### src/rtl/rxd_pkg.sv
package rxd_pkg;

    localparam int WORD_W  = 10;
    localparam int COMMA_W = 7;
    localparam int CNT_W   = $clog2(WORD_W);

    // comma prefix, bit 0 is the earliest bit: 0,0,1,1,1,1,1
    localparam logic [COMMA_W-1:0] COMMA_PAT = 7'b1111100;

    typedef enum logic [1:0] {
        EV_NONE,
        EV_BOUNDARY,
        EV_ALIGN
    } rxd_event_e;

    typedef struct packed {
        logic [WORD_W-1:0] data;
        logic              comma;
        logic              ph0;
        logic              ph1;
    } rxd_word_t;

    function automatic logic is_comma(input logic [WORD_W-1:0] w);
        return w[COMMA_W-1:0] == COMMA_PAT;
    endfunction

endpackage

### src/rtl/rxd_window.sv
module rxd_window
    import rxd_pkg::*;
(
    input  logic              clk,
    input  logic              rst,
    input  logic              ser_in,
    output logic [WORD_W-1:0] win_next,
    output logic              hit
);

    logic [WORD_W-1:0] win;

    // newest bit enters at the top, oldest sits at bit 0
    always_comb begin
        win_next = {ser_in, win[WORD_W-1:1]};
        hit      = is_comma(win_next);
    end

    always_ff @(posedge clk) begin
        if (rst) begin
            win <= '0;
        end else begin
            win <= win_next;
        end
    end

endmodule

### src/rtl/rxd_framer.sv
module rxd_framer
    import rxd_pkg::*;
(
    input  logic       clk,
    input  logic       rst,
    input  logic       hit,
    input  logic       align_en,
    input  logic       sig_ok,
    output rxd_event_e ev,
    output logic       ph_sel
);

    logic [CNT_W-1:0] cnt;
    logic             next_ph;

    always_comb begin
        if (hit && align_en && sig_ok) begin
            ev = EV_ALIGN;
        end else if (cnt == CNT_W'(WORD_W - 1)) begin
            ev = EV_BOUNDARY;
        end else begin
            ev = EV_NONE;
        end
        ph_sel = (ev == EV_ALIGN) ? 1'b1 : next_ph;
    end

    always_ff @(posedge clk) begin
        if (rst) begin
            cnt     <= '0;
            next_ph <= 1'b0;
        end else begin
            unique case (ev)
                EV_ALIGN: begin
                    cnt     <= '0;
                    next_ph <= 1'b0;
                end
                EV_BOUNDARY: begin
                    cnt     <= '0;
                    next_ph <= ~next_ph;
                end
                default: begin
                    cnt     <= cnt + 1'b1;
                end
            endcase
        end
    end

endmodule

### src/rtl/rxd_outreg.sv
module rxd_outreg
    import rxd_pkg::*;
(
    input  logic              clk,
    input  logic              rst,
    input  rxd_event_e        ev,
    input  logic              ph_sel,
    input  logic [WORD_W-1:0] win_next,
    input  logic              align_en,
    input  logic              sig_ok,
    output logic [WORD_W-1:0] word_out,
    output logic              comma_flag,
    output logic              phase0_en,
    output logic              phase1_en
);

    rxd_word_t r;

    always_ff @(posedge clk) begin
        if (rst) begin
            r <= '0;
        end else begin
            r.comma <= 1'b0;
            r.ph0   <= 1'b0;
            r.ph1   <= 1'b0;
            if (ev != EV_NONE) begin
                r.data  <= win_next;
                r.comma <= (ev == EV_ALIGN);
                r.ph1   <= ph_sel;
                r.ph0   <= ~ph_sel;
            end
        end
    end

    always_comb begin
        word_out   = sig_ok ? r.data : '1;
        comma_flag = r.comma & align_en & sig_ok;
        phase0_en  = r.ph0;
        phase1_en  = r.ph1;
    end

endmodule

### src/rtl/rx_deser_align.sv
module rx_deser_align
    import rxd_pkg::*;
(
    input  logic              clk,
    input  logic              rst,
    input  logic              ser_in,
    input  logic              align_en,
    input  logic              sig_ok,
    output logic [WORD_W-1:0] word_out,
    output logic              comma_flag,
    output logic              phase0_en,
    output logic              phase1_en
);

    logic [WORD_W-1:0] win_next;
    logic              hit;
    rxd_event_e        ev;
    logic              ph_sel;

    rxd_window u_window (
        .clk      (clk),
        .rst      (rst),
        .ser_in   (ser_in),
        .win_next (win_next),
        .hit      (hit)
    );

    rxd_framer u_framer (
        .clk      (clk),
        .rst      (rst),
        .hit      (hit),
        .align_en (align_en),
        .sig_ok   (sig_ok),
        .ev       (ev),
        .ph_sel   (ph_sel)
    );

    rxd_outreg u_outreg (
        .clk        (clk),
        .rst        (rst),
        .ev         (ev),
        .ph_sel     (ph_sel),
        .win_next   (win_next),
        .align_en   (align_en),
        .sig_ok     (sig_ok),
        .word_out   (word_out),
        .comma_flag (comma_flag),
        .phase0_en  (phase0_en),
        .phase1_en  (phase1_en)
    );

endmodule

### config.mk
export PLATFORM = sky130hd
export DESIGN_NAME = rx_deser_align
export DESIGN_NICKNAME = d
export VERILOG_FILES = /design/src/rtl/rxd_pkg.sv /design/src/rtl/rxd_window.sv /design/src/rtl/rxd_framer.sv /design/src/rtl/rxd_outreg.sv /design/src/rtl/rx_deser_align.sv
export SDC_FILE = /design/constraint.sdc
export NUM_CORES = 1
export LEC_CHECK = 0
export CELL_PAD_IN_SITES_DETAIL_PLACEMENT = 1
export CELL_PAD_IN_SITES_GLOBAL_PLACEMENT = 1
export CORE_ASPECT_RATIO = 1.75
export CORE_MARGIN = 2
export CORE_UTILIZATION = 38
export CTS_BUF_LIST = sky130_fd_sc_hd__clkbuf_16
export CTS_CLUSTER_DIAMETER = 50
export DETAILED_ROUTE_END_ITERATION = 7
export MAX_ROUTING_LAYER = met4
export PLACE_DENSITY = 0.78
export SLEW_MARGIN = 20
export SYNTH_ARGS = -nofsm -noshare
export SYNTH_HDL_FRONTEND = slang
export SYNTH_HIERARCHICAL = 1
export SYNTH_SLANG_ARGS = --single-unit
### constraint.sdc
create_clock -name clk -period 2.07 [get_ports clk]
set_input_delay 0.621 -clock clk [delete_from_list [all_inputs] [get_ports clk]]
set_output_delay 0.621 -clock clk [all_outputs]
set_load 0.03 [all_outputs]
==> After elaboration in Yosys (flattened, before gate mapping) <==
Cells that the tools add are included.
{ "totals": {"in_bits": 5, "wordCells": 28, "register_bits": 28, "output_inout_bits": 13} }
{ "op_classes": {"bitwise_logic": 5, "mux": 5, "reduce_logical": 6, "add_sub_neg": 1, "n_eq_ne": 4} }
{ "op_table": {"columns": ["operator", "count"], "rows": [
  ["10-bit two-way mux", 1],
  ["7-bit == test, second input constant", 1],
  ["4-bit by 1-bit adder with 4-bit output, second input constant", 1],
  ["4-bit == test, second input constant", 1],
  ["2-bit nonzero test", 2],
  ["1-bit inverter", 3],
  ["3-bit OR reduction", 1],
  ["1-bit AND", 2],
  ["2-bit by 1-bit == test with 1-bit output, second input constant", 1],
  ["2-bit == test, second input constant", 1],
  ["1-bit logical AND", 2],
  ["1-bit two-way mux", 2],
  ["2-bit two-way mux", 1],
  ["1-bit case mux with 2 select lines", 1],
  ["2-bit OR reduction", 1]
]} }

==> Longest topological paths before layout <==
{ "logic_depth": {"word_depth": 7, "depth_mapped": 7, "ltp_nobuf": 6} }

==> Hierarchy <==
Netlist, hierarchy kept.
{ "by_module_without_submodules": {"columns": ["mod", "cells_each", "seq_area_each_um2", "area_each_um2", "instances"], "rows": [
  ["rxd_outreg", 64, 260.2, 565.5, 1],
  ["rxd_window", 21, 180.2, 265.3, 1],
  ["rxd_framer", 27, 100.1, 242.7, 1]
]} }

==> Worst setup path before layout <==
No wires, ideal clock.
{ "synth_path": {"kind": "input to output", "startpoint": "input sig_ok", "endpoint": "output comma_flag", "path_buffers": 1, "t_required_ns": 1.449, "slack_ns": 0.205, "stages": 2, "arrival_ns": 1.244, "path_cell_list": "clkbuf_1 -> and3_1"} }
{ "synth_via": {"elab_chain_len": 1} }
{ "synth_rtl": {"columns": ["item", "line", "text"], "rows": [
  ["start: declaration", "rx_deser_align.sv:8", "input logic sig_ok,"],
  ["1-bit AND", "rxd_outreg.sv:37", "comma_flag = r.comma & align_en & sig_ok;"],
  ["end: declaration", "rx_deser_align.sv:10", "output logic comma_flag,"]
]} }
No other way between the ends.

==> Final worst setup path <==
{ "layout_path": {"startpoint": "register u_window.win[4]", "endpoint": "register u_outreg/r[10] in the netlist's numbering"} }
{ "layout_via": {"elab_chain_len": 5} }
{ "layout_rtl": {"columns": ["item", "line", "text"], "rows": [
  ["start: declaration", "rxd_window.sv:11", "logic [WORD_W-1:0] win;"],
  ["start signal: assignment", "rxd_window.sv:23", "win <= win_next;"],
  ["7-bit == test", "rxd_pkg.sv:24", "return w[COMMA_W-1:0] == COMMA_PAT;"],
  ["named net hit", "rx_deser_align.sv:16", "logic hit;"],
  ["1-bit logical AND (2 in a row)", "rxd_framer.sv:17", "if (hit && align_en && sig_ok) begin"],
  ["2-bit two-way mux", "rxd_framer.sv:17", null],
  ["named net ev[1]", "rx_deser_align.sv:17", "rxd_event_e ev;"],
  ["2-bit nonzero test", "rxd_outreg.sv:26", "if (ev != EV_NONE) begin"],
  ["end: declaration", "rxd_outreg.sv:17", "rxd_word_t r;"]
]} }
The timed path passes the listed nets, and every way through them passes these cells.
A chain may end at the register's enable or synchronous reset.

==> flow_summary.ini <==
[run_status]
status = finished, final reports clean

[timing]
relSlewSlack = 0.795
fmax_ghz = 0.511
post-route-period-util = 0.945
slew_viol_final = 0
min_period_ps = 1960
finalHoldViolations = 0
setup_viol = 0
clock_skew_ps = 1.91
worst_pin_slew_ps = 306

[power]
p_leak_nw = 0.541
ir_drop_v = 0.000462
power_density_nw_per_um2 = 763
netSwitchingFraction = 0.222
p_seq_frac = 0.507
comb_power_share = 0.078
p_switching_mw = 0.234
p_int_mw = 0.822
finalPower_mw = 1.06
clkPwrFrac = 0.416

[worst_setup_path]
max_stage_delay_ps = 360
slowest_stage = dfxtp_1
worstSetupStartpointType = flop
reg2reg_depth = 7
reg2reg_slack_ps = 110
worstSetupPathType = flop to flop
regToRegEndpoint = u_outreg/r[10]$_SDFFE_PP0P_
critPathTopFamily = simple AND/OR/NAND/NOR gates
endpoint_kind = flop
cp.depth = 7
r2r-start = u_window/win[4]$_SDFF_PP0_
cp_num_buf_inv = 1
cp-endpoint = u_outreg/r[10]$_SDFFE_PP0P_
startpoint = u_window/win[4]$_SDFF_PP0_
path_cells = nand4_1, nor4b_4, and3_4, nor2_1, buf_4, or3b_1, a21oi_1
cp_data_arrival_time_ps = 2140
critical_path_required_ps = 2260
timing.critical_path.fanout_max = 9

[placed_design]
gp_congestion = 0.719
numPlacedInstances = 157
hpwl_mm = 1.73
port_buffers = 17

[floorplanning]
start_util = 0.399
ios = 18
coreArea_um2 = 2690
num_rows = 25
die_area_um2 = 3280
fp.dieW_um = 44.2
die_h_um = 74.3

[drt]
ant_nets = 0
firstDrtPassIters = 2
drc = 0
drtIter0Drc = 9
vias_per_cell = 5.26
routed_wl_mm = 2.36
route.vias.total = 847
post_drt_wl_per_cell_um = 14.7

[clock_tree]
cts_hold_buf = 0
clockRootBuffer = clkbuf_16
clock_latency_ps = 260
cts_tree = yes
cts_setup_buffers = 0
clockBufferDepth = 2
cts-buffers-inserted = 3
clock-sinks = 27
cts.clk_slew.worst_paths_ps = 60
cts_max_level = 1

[global_routing]
grt_pass1_wl_mm = 4.01
gr-total-overflow = 0
grt_max_degree = 23
grt_pass1_vias = 870
track_usage = 0.171
antenna_found_initial = 0

[worst_hold_path]
hold_depth = 1
hold_path.class = flop to flop

[logic_synthesis]
yosysTopAreaCell = dfxtp_1
ys_types = 27
yosysWarnings = 6
synth_area_leaders = dfxtp_1 (50%), or3b_1 (7.3%), nand2b_1 (7.0%), nor2b_1 (5.2%), a21oi_1 (5.1%)
syn_area_um2 = 1070
synth_top_area_share = 0.503
syn_nets = 119
synth_cells = 112
yosysSeqAreaShare = 0.503
synth_seq_cells = 27
postSynthAreaPerCell_um2 = 9.59

[cells_and_area]
diodes = 0
final_nets = 142
drive_gt1_frac = 0.224
final_cell_count_no_fill = 161
area_growth_pct = 29.0

[run]
drv_cap = 0
-- worst register-to-register path: cells and delay by family (launching register included) --
kind / cells / cell delay (ps)
and+or+nand+nor: 5 / 1190
DFF: 1 / 360
AOI/OAI and AO/OA: 1 / 150
buffers and inverters: 1 / 180
-- layout by cell type (no fill, tap or decap), drive strengths merged --
cell type	instances
a21oi	11
a31o	1
a31oi	1
and3	2
buf	19
clkbuf	3
clkdlybuf4s50	4
clkinv	1
dfxtp	27
dlygate4sd2	1
dlymetal6s2s	1
ha	2
inv	1
nand2	2
nand2b	12
nand3	1
nand3b	2
nand4	1
nand4b	1
nor2	5
nor2b	9
nor3	1
nor3b	2
nor4b	1
o21ai	10
or2	1
or3b	11
xor2	1
-- power groups by stage --
stage	registers (mW)	logic, mW	clock network [mW]
3_3_place_gp	0.547	0.0807	0
6_report	0.536	0.0821	0.439
2_1_floorplan	0.545	0.0459	0
5_1_grt	0.537	0.0891	0.475
4_1_cts	0.536	0.0829	0.447
3_5_place_dp	0.548	0.0826	0
-- repair_timing --
item	in CTS	in global routing
gates cloned	0	0
endpoints found under the setup margin	11	2
resized for setup	2	5
endpoints found under the hold margin	0	0
pin swaps	0	0
-- stage by stage --
step	hold WS (ps)	setup TNS, ps	utilization	worst slack, ps	area [um^2]
finish	471	0	0.515	115	1390
detailed placement	463	-2440	0.475	-202	1280
global route	486	-3.33	0.515	-3.33	1390
floorplan	431	0	-	205	1070
CTS	475	0	0.506	6.46	1360
global placement	451	-1710	0.475	-92.4	1280
-- routing by layer --
layer | global-route usage | up-vias | routed length (um)
li1 | - | 425 | -
met3 | 0.0218 | 5 | 72
met2 | 0.289 | 15 | 1290
met4 | 0.0909 | 0 | 51
met1 | 0.189 | 402 | 945
met5 | - | - | 0
-- cell families after synthesis --
family | synth area share
flip-flops | 0.503
buffers and inverters | 0.0338
XOR/XNOR | 0.00816
adder cells (fa/ha/maj) | 0.0233
AO/OA/AOI/OAI | 0.112
AND/OR/NAND/NOR | 0.319
-- area by class of cell --
class / instances / area (um^2)
Tap cell: 27 / 33.8
Inverter: 1 / 3.75
Sequential cell: 27 / 541
Fill cell: 316 / 1310
Multi-Input combinational cell: 77 / 515
Clock inverter: 1 / 5.00
Clock buffer: 3 / 75.1
Timing Repair Buffer: 25 / 211
-- synthesized netlist by cell type, drive strengths merged --
| cell type | instances |
|---|---|
| nand2 | 2 |
| nor2b | 9 |
| nand4b | 1 |
| ha | 2 |
| and3 | 2 |
| xor2 | 1 |
| nor4b | 1 |
| nand3b | 2 |
| inv | 1 |
| dfxtp | 27 |
| a31o | 1 |
| a21oi | 11 |
| o21ai | 10 |
| or3b | 11 |
| nor3 | 1 |
| a31oi | 1 |
| or2 | 1 |
| buf | 2 |
| clkbuf | 5 |
| nor2 | 5 |
| nand2b | 12 |
| nor3b | 2 |
| nand4 | 1 |
| nand3 | 1 |
-- registers in the layout, summed over array words and instances (netlist names) --
register	flops
u_framer/cnt	4
u_framer/next_ph	1
u_outreg/phase0_en	1
u_outreg/phase1_en	1
u_outreg/r	11
u_window/win	9
-- worst min-delay path by stage --
| stage | startpoint | endpoint | slack, ps |
|---|---|---|---|
| 5_1_grt | u_window/win[8]$_SDFF_PP0_ | u_window/win[7]$_SDFF_PP0_ | 490 |
| 2_1_floorplan | u_window/win[8]$_SDFF_PP0_ | u_window/win[7]$_SDFF_PP0_ | 430 |
| 4_1_cts | u_window/win[9]$_SDFF_PP0_ | u_window/win[8]$_SDFF_PP0_ | 480 |
| 3_3_place_gp | u_window/win[9]$_SDFF_PP0_ | u_window/win[8]$_SDFF_PP0_ | 450 |
| 3_5_place_dp | u_window/win[9]$_SDFF_PP0_ | u_window/win[8]$_SDFF_PP0_ | 460 |
| 6_report | u_window/win[9]$_SDFF_PP0_ | u_window/win[8]$_SDFF_PP0_ | 470 |
Note: power is estimated with default switching activity, not from simulation.
